--- config.mk ---
export PLATFORM = sky130hd
export DESIGN_NAME = xbus_seq
export DESIGN_NICKNAME = d
export VERILOG_FILES = /design/src/rtl/xbus_pkg.sv /design/src/rtl/xbus_phase.sv /design/src/rtl/xbus_decode.sv /design/src/rtl/xbus_strobe.sv /design/src/rtl/xbus_seq.sv
export SDC_FILE = /design/constraint.sdc
export NUM_CORES = 1
export LEC_CHECK = 0
export ABC_AREA = 1
export BUFFER_PORTS_ARGS = -buffer_cell sky130_fd_sc_hd__buf_4
export CORE_MARGIN = 2
export CORE_UTILIZATION = 30
export CTS_BUF_LIST = sky130_fd_sc_hd__clkbuf_4 sky130_fd_sc_hd__clkbuf_8 sky130_fd_sc_hd__clkbuf_16
export CTS_CLUSTER_SIZE = 14
export DETAILED_ROUTE_END_ITERATION = 7
export SKIP_LAST_GASP = 1
export SLEW_MARGIN = 20
export SYNTH_ARGS = -nofsm -noshare
export SYNTH_HDL_FRONTEND = slang
export SYNTH_SLANG_ARGS = --single-unit
--- constraint.sdc ---
create_clock -name clk -period 1.8 [get_ports clk]
set_input_delay 0.27 -clock clk [delete_from_list [all_inputs] [get_ports clk]]
set_output_delay 0.27 -clock clk [all_outputs]
set_load 0.01 [all_outputs]
--- src/rtl/xbus_pkg.sv ---
// Shared constants and types for the external data bus sequencer.
// Assumes a fixed four-clock machine cycle.
package xbus_pkg;
    localparam int PH_PER_MC = 4;
    localparam int PH_W      = 2;
    localparam int MIN_MC    = 2;   // length for stretch code 0
    localparam int MC_OFFSET = 2;   // length = code + offset for codes above 0

    typedef enum logic {
        XB_IDLE = 1'b0,
        XB_BUSY = 1'b1
    } xb_state_e;
endpackage

--- src/rtl/xbus_phase.sv ---
// Phase and machine-cycle sequencing.
// Keeps a free-running 4-phase counter and, during an access, counts the
// machine cycles up to the latched length. Assumes accept arrives only in
// phase 3, so every access starts in phase 0.
module xbus_phase #(
    parameter int MC_W = 4
) (
    input  logic                    clk,
    input  logic                    rst_n,
    input  logic                    accept,
    input  logic [MC_W-1:0]         n_mc,
    output logic [xbus_pkg::PH_W-1:0] ph,
    output logic [MC_W-1:0]         mc,
    output logic                    busy,
    output logic                    last
);
    import xbus_pkg::*;

    xb_state_e state;

    assign busy = (state == XB_BUSY);
    assign last = busy && (mc == n_mc - MC_W'(1)) && (ph == PH_W'(PH_PER_MC - 1));

    // Free-running phase within the machine cycle.
    always_ff @(posedge clk) begin
        if (!rst_n) ph <= '0;
        else        ph <= ph + PH_W'(1);
    end

    // Access state and machine-cycle index.
    always_ff @(posedge clk) begin
        if (!rst_n) begin
            state <= XB_IDLE;
            mc    <= '0;
        end else if (accept) begin
            state <= XB_BUSY;
            mc    <= '0;
        end else if (last) begin
            state <= XB_IDLE;
            mc    <= '0;
        end else if (busy && ph == PH_W'(PH_PER_MC - 1)) begin
            mc    <= mc + MC_W'(1);
        end
    end


    mc_in_range_chk: assert property (@(posedge clk) disable iff (!rst_n)
        busy |-> (mc < n_mc));


    accept_aligned_chk: assert property (@(posedge clk) disable iff (!rst_n)
        accept |-> (!busy && ph == PH_W'(PH_PER_MC - 1)));
endmodule

--- src/rtl/xbus_decode.sv ---
// Region decode: returns 1 when an address must use the external bus.
// Assumes the on-chip window starts at address zero.
module xbus_decode #(
    parameter int ADDR_W    = 16,
    parameter int INT_BYTES = 1024
) (
    input  logic [ADDR_W-1:0] addr,
    input  logic              sram_en,
    output logic              ext
);
    localparam logic [ADDR_W:0] LIMIT = (ADDR_W + 1)'(INT_BYTES);

    // An address is on-chip only when the window is enabled and the address is inside it.
    always_comb ext = !(sram_en && ({1'b0, addr} < LIMIT));
endmodule

--- src/rtl/xbus_strobe.sv ---
// Bus strobe and timing-point generation from phase, machine-cycle index,
// access type and region. Purely combinational over registered state.
module xbus_strobe #(
    parameter int MC_W = 4
) (
    input  logic                      clk,
    input  logic                      rst_n,
    input  logic                      busy,
    input  logic                      ext,
    input  logic                      wr,
    input  logic                      suppress,
    input  logic [xbus_pkg::PH_W-1:0] ph,
    input  logic [MC_W-1:0]           mc,
    input  logic [MC_W-1:0]           n_mc,
    output logic                      ale,
    output logic                      rd_n,
    output logic                      wr_n,
    output logic                      drv_addr,
    output logic                      drv_data,
    output logic                      sample,
    output logic                      done
);
    import xbus_pkg::*;

    logic first_mc, last_mc, ext_busy, strobe_win;

    // Position of the current clock within the access.
    always_comb begin
        first_mc = (mc == '0);
        last_mc  = (mc == n_mc - MC_W'(1));
        ext_busy = busy && ext;
    end

    // Strobe window: from the second machine cycle to two clocks before the end.
    always_comb strobe_win = ext_busy && !first_mc && !(last_mc && ph[1]);

    // Latch enable: one pulse for off-chip accesses, otherwise free toggle unless suppressed.
    always_comb begin
        if (ext_busy) ale = first_mc && !ph[1];
        else          ale = !suppress && !ph[1];
    end

    // Active-low strobes, port drive and timing points.
    always_comb begin
        rd_n     = !(strobe_win && !wr);
        wr_n     = !(strobe_win && wr);
        drv_addr = ext_busy && first_mc && !ph[1];
        drv_data = ext_busy && wr && !first_mc;
        sample   = busy && !wr && last_mc && (ph == PH_W'(1));
        done     = busy && last_mc && (ph == PH_W'(PH_PER_MC - 1));
    end


    strobe_excl_chk: assert property (@(posedge clk) disable iff (!rst_n)
        !(!rd_n && !wr_n));


    done_single_chk: assert property (@(posedge clk) disable iff (!rst_n)
        done |=> !done);


    ale_strobe_apart_chk: assert property (@(posedge clk) disable iff (!rst_n)
        ale |-> (rd_n && wr_n));
endmodule

--- src/rtl/xbus_seq.sv ---
// External data bus sequencer top.
// Accepts one request per access over ready/valid, latches it, decodes the
// region and steers the bus or the on-chip array interface. Assumes the
// on-chip array answers combinationally on int_rdata while int_sel is high.
module xbus_seq #(
    parameter int ADDR_W    = 16,
    parameter int DATA_W    = 8,
    parameter int STR_W     = 3,
    parameter int INT_BYTES = 1024
) (
    input  logic                        clk,
    input  logic                        rst_n,
    input  logic                        req_valid,
    output logic                        req_ready,
    input  logic                        req_wr,
    input  logic [ADDR_W-1:0]           req_addr,
    input  logic [DATA_W-1:0]           req_wdata,
    input  logic [STR_W-1:0]            req_stretch,
    input  logic                        sram_en,
    input  logic                        ale_suppress,
    output logic                        done,
    output logic [DATA_W-1:0]           rdata,
    output logic                        ale,
    output logic                        rd_n,
    output logic                        wr_n,
    output logic [DATA_W-1:0]           ad_out,
    output logic                        ad_oe,
    input  logic [DATA_W-1:0]           ad_in,
    output logic [ADDR_W-DATA_W-1:0]    a_hi,
    output logic                        int_sel,
    output logic                        int_we,
    output logic [$clog2(INT_BYTES)-1:0] int_addr,
    output logic [DATA_W-1:0]           int_wdata,
    input  logic [DATA_W-1:0]           int_rdata
);
    import xbus_pkg::*;

    localparam int HI_W   = ADDR_W - DATA_W;
    localparam int INT_AW = $clog2(INT_BYTES);
    localparam int MAX_MC = (1 << STR_W) - 1 + MC_OFFSET;
    localparam int MC_W   = $clog2(MAX_MC + 1);

    logic                 accept, ext_d, busy, last, sample, drv_addr, drv_data;
    logic [PH_W-1:0]      ph;
    logic [MC_W-1:0]      mc, n_mc_d, n_mc_q;
    logic [ADDR_W-1:0]    addr_q;
    logic [DATA_W-1:0]    wdata_q;
    logic                 wr_q, ext_q;

    assign req_ready = !busy && (ph == PH_W'(PH_PER_MC - 1));
    assign accept    = req_valid && req_ready;

    // Access length in machine cycles from the stretch code.
    always_comb begin
        if (req_stretch == '0) n_mc_d = MC_W'(MIN_MC);
        else                   n_mc_d = MC_W'(req_stretch) + MC_W'(MC_OFFSET);
    end

    xbus_decode #(.ADDR_W(ADDR_W), .INT_BYTES(INT_BYTES)) u_decode (
        .addr    (req_addr),
        .sram_en (sram_en),
        .ext     (ext_d)
    );

    xbus_phase #(.MC_W(MC_W)) u_phase (
        .clk    (clk),
        .rst_n  (rst_n),
        .accept (accept),
        .n_mc   (n_mc_q),
        .ph     (ph),
        .mc     (mc),
        .busy   (busy),
        .last   (last)
    );

    xbus_strobe #(.MC_W(MC_W)) u_strobe (
        .clk      (clk),
        .rst_n    (rst_n),
        .busy     (busy),
        .ext      (ext_q),
        .wr       (wr_q),
        .suppress (ale_suppress),
        .ph       (ph),
        .mc       (mc),
        .n_mc     (n_mc_q),
        .ale      (ale),
        .rd_n     (rd_n),
        .wr_n     (wr_n),
        .drv_addr (drv_addr),
        .drv_data (drv_data),
        .sample   (sample),
        .done     (done)
    );

    // Request capture at acceptance.
    always_ff @(posedge clk) begin
        if (!rst_n) begin
            addr_q  <= '0;
            wdata_q <= '0;
            wr_q    <= 1'b0;
            ext_q   <= 1'b1;
            n_mc_q  <= MC_W'(MIN_MC);
        end else if (accept) begin
            addr_q  <= req_addr;
            wdata_q <= req_wdata;
            wr_q    <= req_wr;
            ext_q   <= ext_d;
            n_mc_q  <= n_mc_d;
        end
    end

    // Read data capture at the sampling point.
    always_ff @(posedge clk) begin
        if (!rst_n)      rdata <= '0;
        else if (sample) rdata <= ext_q ? ad_in : int_rdata;
    end

    // Multiplexed port and high address drive.
    always_comb begin
        ad_oe  = drv_addr || drv_data;
        ad_out = drv_addr ? addr_q[DATA_W-1:0] : (drv_data ? wdata_q : '0);
        a_hi   = (busy && ext_q) ? addr_q[ADDR_W-1:DATA_W] : '0;
    end

    // On-chip array interface.
    always_comb begin
        int_sel   = busy && !ext_q;
        int_we    = busy && !ext_q && wr_q;
        int_addr  = addr_q[INT_AW-1:0];
        int_wdata = wdata_q;
    end


    no_drive_on_read_chk: assert property (@(posedge clk) disable iff (!rst_n)
        !rd_n |-> !ad_oe);


    onchip_quiet_chk: assert property (@(posedge clk) disable iff (!rst_n)
        int_sel |-> (rd_n && wr_n && !ad_oe && a_hi == '0));


    ale_suppressed_chk: assert property (@(posedge clk) disable iff (!rst_n)
        (ale_suppress && int_sel) |-> !ale);


    ale_opens_access_chk: assert property (@(posedge clk) disable iff (!rst_n)
        (accept && ext_d) |=> ale);


    ready_drops_chk: assert property (@(posedge clk) disable iff (!rst_n)
        accept |=> !req_ready);
endmodule

# [Word level (Yosys, flattened, before mapping)]
# Cells that the tools add are included.
[totals] inputBits=49 reg_bits=45 out_inout_bits=50
[op_classes] n_bitwise=1 n_reduce_logical=38 eq_ne=3 addsub=4 n_lt_le_gt_ge=1 muxes=8
[op_table] op="$mux W8" n=4
[op_table] op="$logic_and A1 B1 Y1" n=23
[op_table] op="$lt A16 B11 Y1 const B" n=1
[op_table] op="$logic_not A1 Y1" n=10
[op_table] op="$add A3 B2 Y4 const B" n=1
[op_table] op="$add A4 B1 Y4 const B" n=1
[op_table] op="$eq A4 B4 Y1" n=1
[op_table] op="$logic_not A4 Y1" n=1
[op_table] op="$mux W4" n=1
[op_table] op="$sub A4 B1 Y4 const B" n=1
[op_table] op="$logic_not A3 Y1" n=1
[op_table] op="$mux W1" n=3
[op_table] op="$reduce_or A3 Y1" n=1
[op_table] op="$add A2 B1 Y2 const B" n=1
[op_table] op="$eq A2 B1 Y1 const B" n=1
[op_table] op="$eq A2 B2 Y1 const B" n=1
[op_table] op="$reduce_bool A2 Y1" n=1
[op_table] op="$logic_or A1 B1 Y1" n=1
[op_table] op="$not A1 Y1" n=1

# [Longest topological paths before layout]
# Gate-level depths: netlist of run 1.
[depth] depth_word=7 mapped_depth=12 depth_no_buf=12

# [Hierarchy]
# From an unflattened synthesis of run 1, not the netlist that was laid out.
[hier_totals] cells_unflattened=420 hier_area_um2=2585.0
[by_module_without_submodules] module="xbus_seq" n_inst=1 area_each_um2=1848.0 cells_per_inst=288
[by_module_without_submodules] module="xbus_phase" n_inst=1 area_each_um2=444.2 cells_per_inst=69
[by_module_without_submodules] module="xbus_strobe" n_inst=1 area_each_um2=251.5 cells_per_inst=52
[by_module_without_submodules] module="xbus_decode" n_inst=1 area_each_um2=41.3 cells_per_inst=11

# [Least setup slack after synthesis of run 1]
# No wires, ideal clock.
[synth_timing] path_type="reg2out" start="register n_mc_q[0]" end="output rd_n" path_slack_ns=0.132 required_ns=1.530 stages_incl_launch_ff=11 arrival_time_ns=1.398 cell_sequence="dfxtp_1 > inv_1 > ha_1 > nand2_1 > inv_1 > nor2_1 > nand2_1 > nor2_2 > buf_4 > nand3_1 > nand3_1"
[synth_via] elab_chain_cells=7
[synth_rtl] item="from (decl)" line="xbus_seq.sv:45" rtl="logic [MC_W-1:0] mc, n_mc_d, n_mc_q;"
[synth_rtl] item="from (signal assigned)" line="xbus_seq.sv:102" rtl="n_mc_q <= MC_W'(MIN_MC);"
[synth_rtl] item="from (signal assigned)" line="xbus_seq.sv:108" rtl="n_mc_q <= n_mc_d;"
[synth_rtl] item="$sub A4 B1 Y4" line="xbus_strobe.sv:30" rtl="last_mc = (mc == n_mc - MC_W'(1));"
[synth_rtl] item="$eq A4 B4 Y1" line="xbus_strobe.sv:30"
[synth_rtl] item="$logic_and A1 B1 Y1" line="xbus_strobe.sv:35" rtl="always_comb strobe_win = ext_busy && !first_mc && !(last_mc && ph[1]);"
[synth_rtl] item="$logic_not A1 Y1" line="xbus_strobe.sv:35"
[synth_rtl] item="$logic_and A1 B1 Y1" line="xbus_strobe.sv:35"
[synth_rtl] item="$logic_and A1 B1 Y1" line="xbus_strobe.sv:45" rtl="rd_n = !(strobe_win && !wr);"
[synth_rtl] item="$logic_not A1 Y1" line="xbus_strobe.sv:45"
[synth_rtl] item="to (decl)" line="xbus_seq.sv:24" rtl="output logic rd_n,"
# Every way passes these cells.

# [Final worst setup path of run 1]
# Same ends and word-level chain as after synthesis.

==> summary.txt, run 1 <==
Synth
  – Top cells by count, synth: inv_1, nand2_1, dfxtp_1, nor2_1, o21ai_0
  – Synth Area in Compound Gates: 0.106
  – Most frequent cell after synthesis: inv_1
  – Synth Area in Adders: 0.0335
  – Cell area after synthesis: ~2200 µm²
  – Sequential area share after synthesis: 0.402
  – YS warnings: 0
  – Largest area contributor in the netlist: dfxtp_1
  – Synth Flop Type: dfxtp_1
  – Share of the synthesized area in the top cell type: 0.402
  – Unique masters post-synth: 27
  – EDFF count, synth: 0
  – Yosys reg bits: 45
  – Post-Synth XOR/XNOR Area: 0.0156
  – Synth top area cells: dfxtp_1, inv_1, nand2_1, o21ai_0, buf_4
  – Synth Instances: 306
  – Syn_nets: between 300 and 400
  – Largest family of logic cells by synthesized area: simple AND/OR/NAND/NOR gates
  – Share of flip-flops with an asynchronous set or reset: 0
  – Simple-gate share of the synthesized area: 0.231
  – Mux cell area share after synthesis: 0.0408
  – Average size of a mapped cell: approximately 7.3 µm²

Run status
  – Status: finished with violations
  – Failing checks: negative setup slack

Hold path
  – HP Class: primary input to register
  – End of the worst hold path: n_mc_q[0]
  – HP Start: req_stretch[0]
  – WHS Path Cells: 3

Clock network
  – Reg clk slew, reported paths: roughly 80 ps
  – Clock sink count: 45
  – H-tree Lvls: 2
  – CTS tree: built
  – CTS buffer count: 5
  – CTS max path bufs: 2
  – Clk_lat worst skew: ~300 ps
  – Clock root cell: clkbuf_8

Critical path
  – FF-to-FF Start: n_mc_q[0]
  – R2r setup slk: 60 ps
  – Critical R2R Capture: u_phase.mc[3]
  – Crit-path cells: inv_2 > ha_4 > nand2_2 > inv_1 > nor2_1 > nand2_1 > nor2_4 > nand3_4 > nand3_2 > buf_4
  – Worst-path fanout max: 3
  – WS Path Type: register to primary output
  – Critical path required time: 1530 ps
  – Worst Path Arrival: 1670 ps
  – Worst setup SP type: register
  – CP max stage delay: 350 ps
  – Worst Setup End Kind: primary output
  – Slowest cell on crit path: dfxtp_2
  – Worst R2R Path Depth: 12

Timing
  – Setup violators final: 11
  – Max-slew headroom: 0.776
  – Post-route clock skew: between 4 and 5 ps
  – F_max: roughly 520 MHz
  – Crit path time final: 1940 ps
  – Fin crit share: 1.08
  – Setup slack after layout: -138 ps
  – Worst-margin pin slew: approximately 330 ps
  – Pins Over Slew Limit: 0
  – RSZ-0062 raised after global routing: true
  – Final hold viol count: 0

Layout
  – Final core utilization: 0.467
  – Fin area: about 3400 µm²
  – Nets@finish: about 460
  – Layout Cells excl Fill: roughly 510
  – Share of cells above drive strength 1: 0.405
  – Area growth, synth to finish: 51.0%
  – N_diodes: 0

Drt
  – DR pass1 iterations: 6
  – Drt via density: between 4 and 5
  – Initial DRC count: 56
  – Drt drc: 0
  – Total wire length: 6130 µm
  – Routed wire per std cell: 12.0 µm
  – Remaining antenna violation count: 0
  – Via count: approximately 2200

Die
  – Overall die width: between 90 and 100 µm
  – Row count: 31
  – Die height: approximately 90 µm
  – I/O pins: 99
  – Die area: between 8000 and 9000 µm²
  – Starting Density: 0.309
  – Core box area: just over 7000 µm²

Power
  – Sequential share of power: 0.548
  – P_int: 1.42 mW
  – P_sw: 452 µW
  – VDD IR-drop max: between 200 and 250 µV
  – Switch share: 0.242
  – Clock power share: 0.330
  – Combinational cell fraction of total power: 0.122
  – LEAKAGE: 1.55 nW
  – PwrDens: roughly 550 nW/µm²

Placed design
  – Area after DPL: 3070 µm²
  – Port bufs: 98
  – Post-placement cell count: slightly below 500
  – Final RePlAce weighted congestion: 0.820
  – DP HPWL: ~4600 µm

Global routing
  – Vias in the first global route: around 2200
  – Antenna violations before repair: 0
  – Largest net degree at the start of global routing: 15
  – GRT Total Usage: 0.147
  – GRT overflow: 0
  – First-pass GRT wire length: between 9000 and 10000 µm

Flow run
  – Max-cap violation count: 0
[layout make-up]
class	count	area, µm²
multi-input combinational	175	1120
clock inverter	2	10.0
tap	99	124
sequential	45	906
timing repair buffer	117	905
fill	732	3870
inverter	65	244
clock buffer	6	76.3
[critical path: cells and delay by family, from the launching register on]
family                   cells  cell delay (ps)
flip-flops                   1              350
AND/OR/NAND/NOR              6              620
adder cells (fa/ha/maj)      1              210
buffers and inverters        3              200
[power groups by stage]
stage / logic [mW] / registers (mW) / clock network, mW
after detailed placement: 0.212 / 1.05 / 0
after floorplan: 0.0928 / 1.05 / 0
after global routing: 0.250 / 1.03 / 0.689
after CTS: 0.223 / 1.03 / 0.653
final: 0.228 / 1.03 / 0.618
after global placement: 0.211 / 1.05 / 0
[kinds of logic (layout without fill, tap and decap cells)]
group	Yosys count	count (layout)
AO/OA/AOI/OAI	41	41
XOR/XNOR	4	4
adder cells (fa/ha/maj)	6	6
buffers and inverters	86	190
flip-flops	45	45
multiplexers	9	9
AND/OR/NAND/NOR	115	115
[worst max path at each step]
stage | from | to | slack [ps] | depth (start not counted)
floorplan | n_mc_q[0] | rd_n | 130 | 10
global placement | n_mc_q[0] | wr_n | 50 | 10
detailed placement | n_mc_q[0] | rdata[7] | -20 | 12
CTS | n_mc_q[1] | wr_n | -130 | 10
global route | n_mc_q[0] | done | -230 | 10
finish | n_mc_q[0] | rd_n | -140 | 10
[sequential cells by signal, summed over array words and instances (netlist names)]
signal        flops
u_phase.busy      1
addr_q           16
n_mc_q            4
rdata             8
wr_q              1
int_wdata         8
u_phase.mc        4
ext_q             1
u_phase.ph        2
[placed cells by master, fill, tap and decap left out, drive strengths merged, types with 6 or more instances in the layout]
| master | count |
|---|---|
| buf | 117 |
| clkbuf | 6 |
| dfxtp | 45 |
| ha | 6 |
| inv | 65 |
| mux2i | 8 |
| nand2 | 61 |
| nand3 | 10 |
| nand4 | 10 |
| nor2 | 31 |
| o21ai | 27 |
| o22ai | 12 |
[routing by layer]
layer  vias up  GRT usage  share of wire
li1       1146          -              -
met1       980      0.163           0.41
met2        61      0.264           0.51
met3        11     0.0317          0.049
met4         0     0.0756          0.026
met5         -          0              0
[what timing repair did]
action	CTS	global route
hold buffers	0	0
gates cloned	1	0
gates resized for setup	33	13
pin swaps	5	2
setup buffers	2	1
setup endpoints to repair	18	18
[stage by stage]
step / setup TNS [ps] / worst slack [ps] / total power [mW] / hold slack [ps]
2_1_floorplan: 0 / 132 / 1.14 / 383
3_3_place_gp: 0 / 48.9 / 1.26 / 438
3_5_place_dp: -26.4 / -17.1 / 1.26 / 447
4_1_cts: -1020 / -126 / 1.90 / 157
5_1_grt: -2010 / -228 / 1.97 / 159
6_report: -698 / -138 / 1.87 / 168
Note: power is estimated with default switching activity, not from simulation.
==> run 2, diff against run 1 <==
- CORE_UTILIZATION: 30 -> 35
==> run 2 against run 1 <==
  * Register-to-register slack improved by 90 ps
  * Sequential power is essentially flat
  * Clock power is 4.9% higher
  * Cell area about the same
  * Count of clock-buffer cells in the layout is the same
  * Worst hold slack got worse by 3.8 ps
  * Highest routed layer unchanged
  * Core utilization up 7.2 points
  * Wire length fell by 1.7%
  * The run still ends with negative setup slack left
==> summary.txt, run 2 (synthesis gave the netlist of run 1 again) <==
Global routing
  – GRT Total Usage: 0.172 (+0.0245)
  – Largest net degree at the start of global routing: 19 (+4)
  – First-pass GRT wire length: 9830 µm (+1.4%)
  – Antenna violations before repair: 0 (unchanged)
  – Vias in the first global route: 2143 (-1.2%)
  – GRT overflow: 0 (unchanged)

Layout
  – Area growth, synth to finish: 51.0% (about the same)
  – Most frequent cells in the layout: buf_4, inv_1, nand2_1
  – Fillers: 624 (-15%)
  – N_diodes: 0 (unchanged)
  – Most common cell after layout, fill and taps aside: buf_4
  – Area of the multi-input gates: 1110 µm² (-0.56%)
  – Top reg by flops: addr_q
  – Largest register FFs: 16 (unchanged)
  – Fin area: 3380 µm² (about the same)
  – Nets@finish: 468 (+0.86%)
  – Share of cells above drive strength 1: 0.409 (+0.00432)
  – Sequential Area: 908 µm² (+0.28%)

Power
  – LEAKAGE: 1.58 nW (+2.0%)
  – VDD IR-drop max: 396 µV (+68%)
  – PwrDens: 562 nW/µm² (+1.5%)

Critical path
  – Crit-path cells: inv_2 > ha_4 > nand2_1 > inv_1 > nor2_1 > nand2_1 > nor2_4 > nand2_4 > nor2_4 > buf_6
  – Worst-path fanout max: 3 (unchanged)
  – Worst Path Arrival: 1650 ps (-20 ps)
  – Critical path required time: 1530 ps (about the same)
  – WS Path Type: register to primary output
  – Slowest cell on crit path: dfxtp_2
  – Worst setup SP type: register
  – CP max stage delay: 330 ps (-20 ps)
  – Worst Setup End Kind: primary output

Timing
  – TNS Setup: -391 ps (+306 ps)
  – Final hold viol count: 0 (unchanged)
  – Setup violators final: 6 (-5)
  – Pins Over Slew Limit: 0 (unchanged)
  – Worst hold slack: 165 ps (-3.77 ps)
  – Post-route clock skew: 7.11 ps (+2.52 ps)
  – Crit path time final: 1920 ps (-16.3 ps)
  – F_max: 520 MHz (+0.85%)
  – RSZ-0062 raised after global routing: true
  – Setup slack after layout: -122 ps (+16.3 ps)
  – Worst-margin pin slew: 320 ps (-13.3 ps)
  – Max-slew headroom: 0.786 (+0.0104)
  – Fin crit share: 1.07 (-0.00904)

Drt
  – Remaining antenna violation count: 0 (unchanged)
  – Total wire length: 6030 µm (-1.7%)
  – Routed wire per std cell: 12.3 µm (+2.1%)
  – Drt via density: 4.58 (+6.1%)
  – Via count: 2245 (+2.1%)
  – DR pass1 iterations: 4 (-2)
  – Drt drc: 0 (unchanged)
  – Initial DRC count: 70 (+25%)

Placed design
  – Port bufs: 98 (unchanged)
  – DP HPWL: 4470 µm (-2.5%)
  – Area after DPL: 3040 µm² (-0.90%)
  – Pre-CTS setup slack: -15.1 ps (+1.99 ps)
  – Final RePlAce weighted congestion: 0.847 (+3.3%)

Clock network
  – CTS buffer count: 5 (unchanged)
  – H-tree Lvls: 2 (unchanged)
  – Clock root cell: clkbuf_8
  – Clock sink count: 45 (unchanged)
  – Reg clk slew, reported paths: 90 ps (about the same)
  – Clk_lat worst skew: 300 ps (about the same)
  – CTS max path bufs: 2 (unchanged)
  – CTS tree: built

Die
  – Row count: 29 (-6.5%)
  – I/O pins: 99 (unchanged)
  – Die area: 7060 µm² (-14%)
  – Overall die width: 84.0 µm (-7.1%)
  – Core box area: 6280 µm² (-13%)
  – Starting Density: 0.357 (+0.0480)
  – Die height: 84.0 µm (-7.1%)

Run status
  – Failing checks: negative setup slack
  – Status: finished with violations

Hold path
  – HP Class: primary input to register

Flow run
  – Max-cap violation count: 0 (unchanged)
-- run 2: cell type report --
class / count / area share
clock buffer: 6 / 0.0244
timing repair buffer: 120 / 0.274
multi-input combinational: 176 / 0.329
inverter: 65 / 0.0729
clock inverter: 1 / 0.00222
sequential: 45 / 0.268
tap: 77 / 0.0285
-- run 2: critical path: cells and delay by family (launching register included) --
family,cells,cell delay [ps]
fa+ha+maj,1,230
buf+inv,3,190
flops,1,330
simple gates,6,610
-- run 2: timing repair --
item                                    4_1_cts  5_1_grt
cloned                                        1        0
endpoints found under the setup margin       21       22
resized for setup                            30       12
hold buffers                                  0        0
setup buffers                                 3        5
pin swaps                                     9        5
-- run 2: through the flow --
| step | power [mW] | utilization | cells |
|---|---|---|---|
| floorplan | 1.14 | - | 306 |
| global placement | 1.26 | 0.485 | 475 |
| detailed placement | 1.26 | 0.485 | 475 |
| CTS | 1.91 | 0.523 | 486 |
| global route | 1.98 | 0.539 | 490 |
| finish | 1.90 | 0.539 | 490 |
-- run 2: final timing paths --
kind                  from             to  slack, ps  cells after the start
max reg2reg      n_mc_q[1]       rdata[1]        150                     12
min            req_addr[9]      addr_q[9]        160                      3
max              n_mc_q[1]           done       -120                     10
min reg2reg  u_phase.ph[0]  u_phase.ph[0]        460                      1
-- run 2: per-layer routing --
layer	up-vias	routed length, µm	GRT usage
li1	1155	-	-
met1	1023	2700	0.217
met2	61	2950	0.291
met3	6	316	0.0435
met4	0	63	0.0440
met5	-	0	0
-- run 2: power breakdown --
part	switching (mW)	leakage (nW)	internal (mW)
registers	0.0140	0.366	1.01
logic	0.103	1.18	0.122
clock network	0.344	0.0433	0.304
total	0.461	1.58	1.44
